==> config.mk <==
export PLATFORM = sky130hd
export DESIGN_NAME = dimm_half_resolver
export DESIGN_NICKNAME = d
export VERILOG_FILES = /design/src/rtl/dimm_res_pkg.sv /design/src/rtl/dimm_res_pop.sv /design/src/rtl/dimm_res_split.sv /design/src/rtl/dimm_res_symbol.sv /design/src/rtl/dimm_half_resolver.sv
export SDC_FILE = /design/constraint.sdc
export NUM_CORES = 1
export LEC_CHECK = 0
export BUFFER_PORTS_ARGS = -buffer_cell sky130_fd_sc_hd__buf_2
export CORE_AREA = 2 2 39 41
export CTS_CLUSTER_DIAMETER = 200
export CTS_CLUSTER_SIZE = 24
export DETAILED_ROUTE_END_ITERATION = 12
export DIE_AREA = 0 0 41 43
export HOLD_SLACK_MARGIN = 0.15
export SKIP_LAST_GASP = 1
export SYNTH_ARGS = -nofsm -noshare
export SYNTH_HDL_FRONTEND = slang
export SYNTH_HIERARCHICAL = 1
export SYNTH_SLANG_ARGS = --single-unit
==> constraint.sdc <==
create_clock -name clk -period 1.4 [get_ports clk]
set_clock_uncertainty 0.05 [all_clocks]
set_input_delay 0.14 -clock clk [delete_from_list [all_inputs] [get_ports clk]]
set_output_delay 0.14 -clock clk [all_outputs]
set_load 0.01 [all_outputs]
==> src/rtl/dimm_res_pkg.sv <==
package dimm_res_pkg;

    typedef enum logic [2:0] {
        RC_IDLE   = 3'b000,
        RC_LOW    = 3'b001,
        RC_HIGH   = 3'b010,
        RC_BOTH   = 3'b011,
        RC_NODIMM = 3'b100,
        RC_NORES  = 3'b101,
        RC_BADSYM = 3'b110
    } rcode_e;

    typedef enum logic [1:0] {
        POP_NONE = 2'd0,
        POP_ONE  = 2'd1,
        POP_TWO  = 2'd2
    } pop_e;

    typedef struct packed {
        logic   vld;
        rcode_e code;
    } rsp_s;

endpackage

==> src/rtl/dimm_res_pop.sv <==
module dimm_res_pop
    import dimm_res_pkg::*;
(
    input  logic slot_lo_ok,
    input  logic slot_hi_ok,
    output pop_e pop
);
    always_comb begin
        case ({slot_hi_ok, slot_lo_ok})
            2'b00:   pop = POP_NONE;
            2'b11:   pop = POP_TWO;
            default: pop = POP_ONE;
        endcase
    end
endmodule

==> src/rtl/dimm_res_split.sv <==
module dimm_res_split
    import dimm_res_pkg::*;
#(
    parameter int LSB_W     = 6,
    parameter int SPLIT_BIT = 3
) (
    input  logic [LSB_W-1:0] lsb_valid,
    input  logic             err_addr_half,
    output rcode_e           code
);
    localparam logic [LSB_W-1:0] SPLIT_LIM = LSB_W'(SPLIT_BIT);

    always_comb begin
        if (lsb_valid > SPLIT_LIM) begin
            code = RC_NORES;
        end else if (err_addr_half) begin
            code = RC_HIGH;
        end else begin
            code = RC_LOW;
        end
    end
endmodule

==> src/rtl/dimm_res_symbol.sv <==
module dimm_res_symbol
    import dimm_res_pkg::*;
#(
    parameter int HIBIT_W   = 7,
    parameter int DATA_TOP  = 63,
    parameter int CHECK_TOP = 7
) (
    input  logic               correctable,
    input  logic               sym_bad,
    input  logic               sym_is_check,
    input  logic [HIBIT_W-1:0] sym_hi_bit,
    output rcode_e             code
);
    localparam logic [HIBIT_W-1:0] DATA_LIM  = HIBIT_W'(DATA_TOP);
    localparam logic [HIBIT_W-1:0] CHECK_LIM = HIBIT_W'(CHECK_TOP);

    logic in_low_half;

    always_comb begin
        in_low_half = sym_is_check ? (sym_hi_bit <= CHECK_LIM)
                                   : (sym_hi_bit <= DATA_LIM);
        if (!correctable) begin
            code = RC_BOTH;
        end else if (sym_bad) begin
            code = RC_BADSYM;
        end else if (in_low_half) begin
            code = RC_LOW;
        end else begin
            code = RC_HIGH;
        end
    end
endmodule

==> src/rtl/dimm_half_resolver.sv <==
module dimm_half_resolver
    import dimm_res_pkg::*;
#(
    parameter int LSB_W     = 6,
    parameter int SPLIT_BIT = 3,
    parameter int HIBIT_W   = 7,
    parameter int DATA_TOP  = 63,
    parameter int CHECK_TOP = 7
) (
    input  logic               clk,
    input  logic               rst_n,
    input  logic               req_valid,
    input  logic               slot_lo_ok,
    input  logic               slot_hi_ok,
    input  logic               ecc_mode_sym,
    input  logic               err_addr_half,
    input  logic [LSB_W-1:0]   lsb_valid,
    input  logic               correctable,
    input  logic               sym_bad,
    input  logic               sym_is_check,
    input  logic [HIBIT_W-1:0] sym_hi_bit,
    output logic               rsp_valid,
    output logic [2:0]         rsp_code
);
    pop_e   pop;
    rcode_e code_split;
    rcode_e code_sym;
    rsp_s   state_d;
    rsp_s   state_q;

    dimm_res_pop u_pop (
        .slot_lo_ok (slot_lo_ok),
        .slot_hi_ok (slot_hi_ok),
        .pop        (pop)
    );

    dimm_res_split #(
        .LSB_W     (LSB_W),
        .SPLIT_BIT (SPLIT_BIT)
    ) u_split (
        .lsb_valid     (lsb_valid),
        .err_addr_half (err_addr_half),
        .code          (code_split)
    );

    dimm_res_symbol #(
        .HIBIT_W   (HIBIT_W),
        .DATA_TOP  (DATA_TOP),
        .CHECK_TOP (CHECK_TOP)
    ) u_sym (
        .correctable  (correctable),
        .sym_bad      (sym_bad),
        .sym_is_check (sym_is_check),
        .sym_hi_bit   (sym_hi_bit),
        .code         (code_sym)
    );

    always_comb begin
        state_d     = state_q;
        state_d.vld = req_valid;
        if (req_valid) begin
            case (pop)
                POP_NONE: state_d.code = RC_NODIMM;
                POP_ONE:  state_d.code = RC_LOW;
                default:  state_d.code = ecc_mode_sym ? code_sym : code_split;
            endcase
        end
    end

    always_ff @(posedge clk or negedge rst_n) begin
        if (!rst_n) begin
            state_q <= '{vld: 1'b0, code: RC_IDLE};
        end else begin
            state_q <= state_d;
        end
    end

    assign rsp_valid = state_q.vld;
    assign rsp_code  = state_q.code;
endmodule

Word level (Yosys, flattened, before mapping)
Index checks and enable logic that the tools add are counted.

storage, ports and cells
  bits of input ports = 23
  register bits after elaboration = 4
  output and inout bits = 4

operators by class
  reduce and logical (&&, ||, !) cells = 2
  magnitude comparators = 3
  equality and inequality tests = 2
  multiplexer cells = 9

operator list
  kind                                                                              number
  3-bit 2-to-1 mux                                                                  4
  7-bit by 3-bit less-or-equal comparator with 1-bit output, second input constant  1
  7-bit by 6-bit less-or-equal comparator with 1-bit output, second input constant  1
  6-bit by 2-bit greater-than comparator with 1-bit output, second input constant   1
  3-bit case mux with 2 select lines                                                1
  2-bit zero test                                                                   2
  2-bit 2-to-1 mux                                                                  2
  2-bit case mux with 2 select lines                                                1
  2-bit by 1-bit == test with 1-bit output, second input constant                   1
  2-bit == test, second input constant                                              1
  1-bit 2-to-1 mux                                                                  1

Depth between registers and ports, before layout
  word-level depth = 7
  mapped depth = 4
  depth with buffers taken out = 4

Cells and area by module
The synthesis kept the hierarchy.

modules (own cells, without submodules)
  module              seq. area each (um^2)  area an instance (um^2)  times used  cells each
  dimm_half_resolver  100.1                  192.7                    1           16
  dimm_res_symbol     0.0                    37.5                     1           5
  dimm_res_split      0.0                    26.3                     1           4
  dimm_res_pop        0.0                    12.5                     1           1

Least setup slack after synthesis
Ideal clock, no wire load.

  path kind = input -> register
  from = input slot_lo_ok
  to = register state_q (netlist bit rsp_code[2])
  data arrival time = 0.842 ns
  required time = 1.263 ns
  path buffers = 0
  path slack = 0.422 ns
  stages on the path = 3
  cell sequence = ha_1 or3b_1 o211ai_1

between the ends
  cells in the longest elaborated chain, start to end = 4
  elaborated cells on any way between the ends = 6
  classes of those cells = eq/ne (2); mux (2); reduce/logical (2)

ends and longest elaborated chain
  item                                                                         RTL line                  source
  start, declared                                                              dimm_half_resolver.sv:13  input logic slot_lo_ok,
  2-bit == test or 2-bit zero test (tied branches)                             dimm_res_pop.sv:9         case ({slot_hi_ok, slot_lo_ok})
  2-bit case mux with 2 select lines (*)                                       dimm_res_pop.sv:9
  2-bit by 1-bit == test with 1-bit output or 2-bit zero test (tied branches)  dimm_half_resolver.sv:62  case (pop)
  3-bit case mux with 2 select lines (*)                                       dimm_half_resolver.sv:62
  end signal, assigned                                                         dimm_half_resolver.sv:72  state_q <= '{vld: 1'b0, code: RC_IDLE};
  end signal, assigned                                                         dimm_half_resolver.sv:74  state_q <= state_d;
  end, declared                                                                dimm_half_resolver.sv:29  rsp_s state_q;

Mark *: on every way between the ends. The rest lies on a longest branch, timed or not.
A chain may end at the register's enable or synchronous reset.

==> results.md <==
* Combinational power share at 0.242
* DRT Pass-1 Iters at 1
* Gr ovfl total at 0
* Final nets at 78
* Vias in the first global route at about 300
* CORE AREA at 1380 um2
* Clk_lat worst skew at 230 ps
* Initial antenna violation count at 0
* Final period utilization at 0.831
* Unrepaired setup endpoints after global routing: no
* Worst path arrival time at 1260 ps
* Setup TNS at 0 ps
* Clock sink count at 4
* Clk pwr share at 0.384
* Clk slew on worst S/H paths at 40 ps
* Placed Area at 394 um2
* Nature of the critical path startpoint: primary input
* Synth cell types at 16
* Initial Utilization at 0.194
* Die H at 43 um
* Ranking of synthesized cells by area: dfrtp_1, mux2i_1, nand2b_2
* Post-CTS setup buffers at 0
* Top sig layer: met4
* Total number of vias at 288
* Post-synth top area cell: dfrtp_1
* WL met1 at 212 um
* Yosys top cell area share at 0.372
* Layout cell share with drive strength beyond 1 at 0.538
* Die area at 1760 um2
* I/O pins at 27
* Worst Hold Class: primary input to async pin
* Setup crit end kind: flop
* Port bufs at 21
* Syn Area/Cell at between 10 and 15 um2
* Post-synth net total at 50
* Clk buf depth at 2
* Sw frac at 0.237
* Residual DRC count at 0
* GPL Wtd Cong at 0.665
* Setup-failing EPs final at 0
* Largest net degree at the start of global routing at 8
* Area growth from synthesis to layout at 62.3%
* Vias per cell at 4.24
* Die X-Extent at between 40 and 50 um
* Fmax at 859 MHz
* Syn Inst Count at 26
* Clock Root Buffer: clkbuf_4
* Post-route cell area at roughly 440 um2
* VDD IR-drop max at 0.208 mV
* Ant. Diodes at 0
* Sequential area share after synthesis at 0.372
* Post-DRT Antenna Nets at 0
* Status: finished, final reports clean
* Number of max-cap violations at 0
* Syn. warnings at 6
* Resize count post-CTS at 0
* Routed WL at ~560 um
* First-pass GRT wire length at 1.01 mm
* Crit Path Class: primary input to flop
* H-tree levels at 1
* CTS tree: done
* Worst-Margin Slew at 279 ps
* CTS buffer count at 3
* Critical Path Fanout Max at 7
* Mapped Area at about 270 um2
* Wire per inst at 8.26 um
* Overall Global Routing Usage at 0.0924
* Met3 WL at 91 um
* Data required time of the worst path at 1490 ps
* PD cells at a little over 800 nW/um2
* Leak pwr at around 0.22 nW
* Relative slew slack at 0.812
* Period minus WS final at 1160 ps
* Final slew viol count at 0
* Site Rows at 14
* Switching power total at 84.8 uW
* Starting DRT DRC Count at 0
* Internal Pwr Total at between 200 and 300 uW
* Met2 Routed Length at 243 um
* Seq pwr share at 0.375
* #FFs+latches synth at 4
* Fin. Hold Viols at 0
routing by layer:
metal / vias to the layer above / track usage
met1: 116 / 0.0868
met5: - / 0
met2: 22 / 0.122
met4: 0 / 0.120
li1: 148 / -
met3: 2 / 0.0419
registers in the layout (all words and copies together), names as in the netlist:
register   flops
rsp_code       3
rsp_valid      1
cells in the final DEF, fill, tap and decap left out:
master          n
inv_1           2
nor2_1          1
o31ai_2         1
ha_1            1
clkbuf_4        3
and2_1          2
or3b_1          1
buf_2          21
o22ai_1         1
nand3b_1        1
nand3_1         1
nor4_2          1
dlygate4sd3_1   2
nand2b_2        2
o211ai_1        2
a21bo_1         1
mux2i_1         3
nand2_1         2
dfrtp_1         4
worst max-delay path: stages:
cell,delay (ps)
dlygate4sd3_1,530
buf_2,150
or3b_1,350
o211ai_1,90
power groups by stage:
| stage | Combinational (mW) | Sequential (mW) | Clock [mW] |
|---|---|---|---|
| 2_1_floorplan | 0.0311 | 0.142 | 0 |
| 3_3_place_gp | 0.0820 | 0.135 | 0 |
| 3_5_place_dp | 0.0834 | 0.136 | 0 |
| 4_1_cts | 0.0878 | 0.134 | 0.145 |
| 5_1_grt | 0.0973 | 0.135 | 0.155 |
| 6_report | 0.0863 | 0.134 | 0.137 |
stage by stage:
step | total power, mW | hold WS, ps | setup WS (ps) | std cells | utilization
final | 0.357 | 195 | 236 | 68 | 0.316
after floorplan | 0.173 | -206 | 422 | 26 | -
after global placement | 0.217 | -104 | 291 | 63 | 0.285
after global routing | 0.387 | 220 | 199 | 68 | 0.316
after detailed placement | 0.219 | -104 | 289 | 63 | 0.285
after CTS | 0.367 | 196 | 257 | 68 | 0.316
synthesized netlist by cell type (all sizes together):
| cell type | count |
|---|---|
| o31ai | 1 |
| mux2i | 3 |
| a21bo | 1 |
| nand3b | 1 |
| nand2 | 2 |
| o211ai | 2 |
| or3b | 1 |
| and2 | 2 |
| nor4 | 1 |
| ha | 1 |
| inv | 2 |
| dfrtp | 4 |
| nand3 | 1 |
| nor2 | 1 |
| o22ai | 1 |
| nand2b | 2 |
logic make-up after synthesis:
kind of cell / count (synthesis) / synth area share
buffers and inverters: 2 / 0.0279
DFF: 4 / 0.372
muxes: 3 / 0.112
and+or+nand+nor: 11 / 0.279
AOI/OAI and AO/OA: 5 / 0.163
adders and majority gates: 1 / 0.0465
area by class of cell:
cell class              count  area (um2)
repair buffers             23         125
fillers                   158         947
multi-input cells          20         161
flip-flops and latches      4         100
well taps                  16        20.0
inverters                   2        7.51
clock buffers               3        22.5
worst paths after layout:
check	start	endpoint	slack (ps)	cells after the start
worst max-delay path	req_valid	rsp_code[2]$_DFFE_PN0P_	240	4
worst min-delay path	rst_n	rsp_code[1]$_DFFE_PN0P_	200	2
worst max register to register	rsp_code[0]$_DFFE_PN0P_	rsp_code[0]$_DFFE_PN0P_	710	2
worst min register to register	rsp_code[2]$_DFFE_PN0P_	rsp_code[2]$_DFFE_PN0P_	450	2
max in group asynchronous	rst_n	rsp_valid$_DFF_PN0_	990	2
min in group clk	ecc_mode_sym	rsp_code[1]$_DFFE_PN0P_	210	3
repair_timing:
item,CTS,global route
endpoints found under the setup margin,0,0
hold buffers,2,0
endpoints found under the hold margin,6,0
Note: power is estimated with default switching activity, not from simulation.
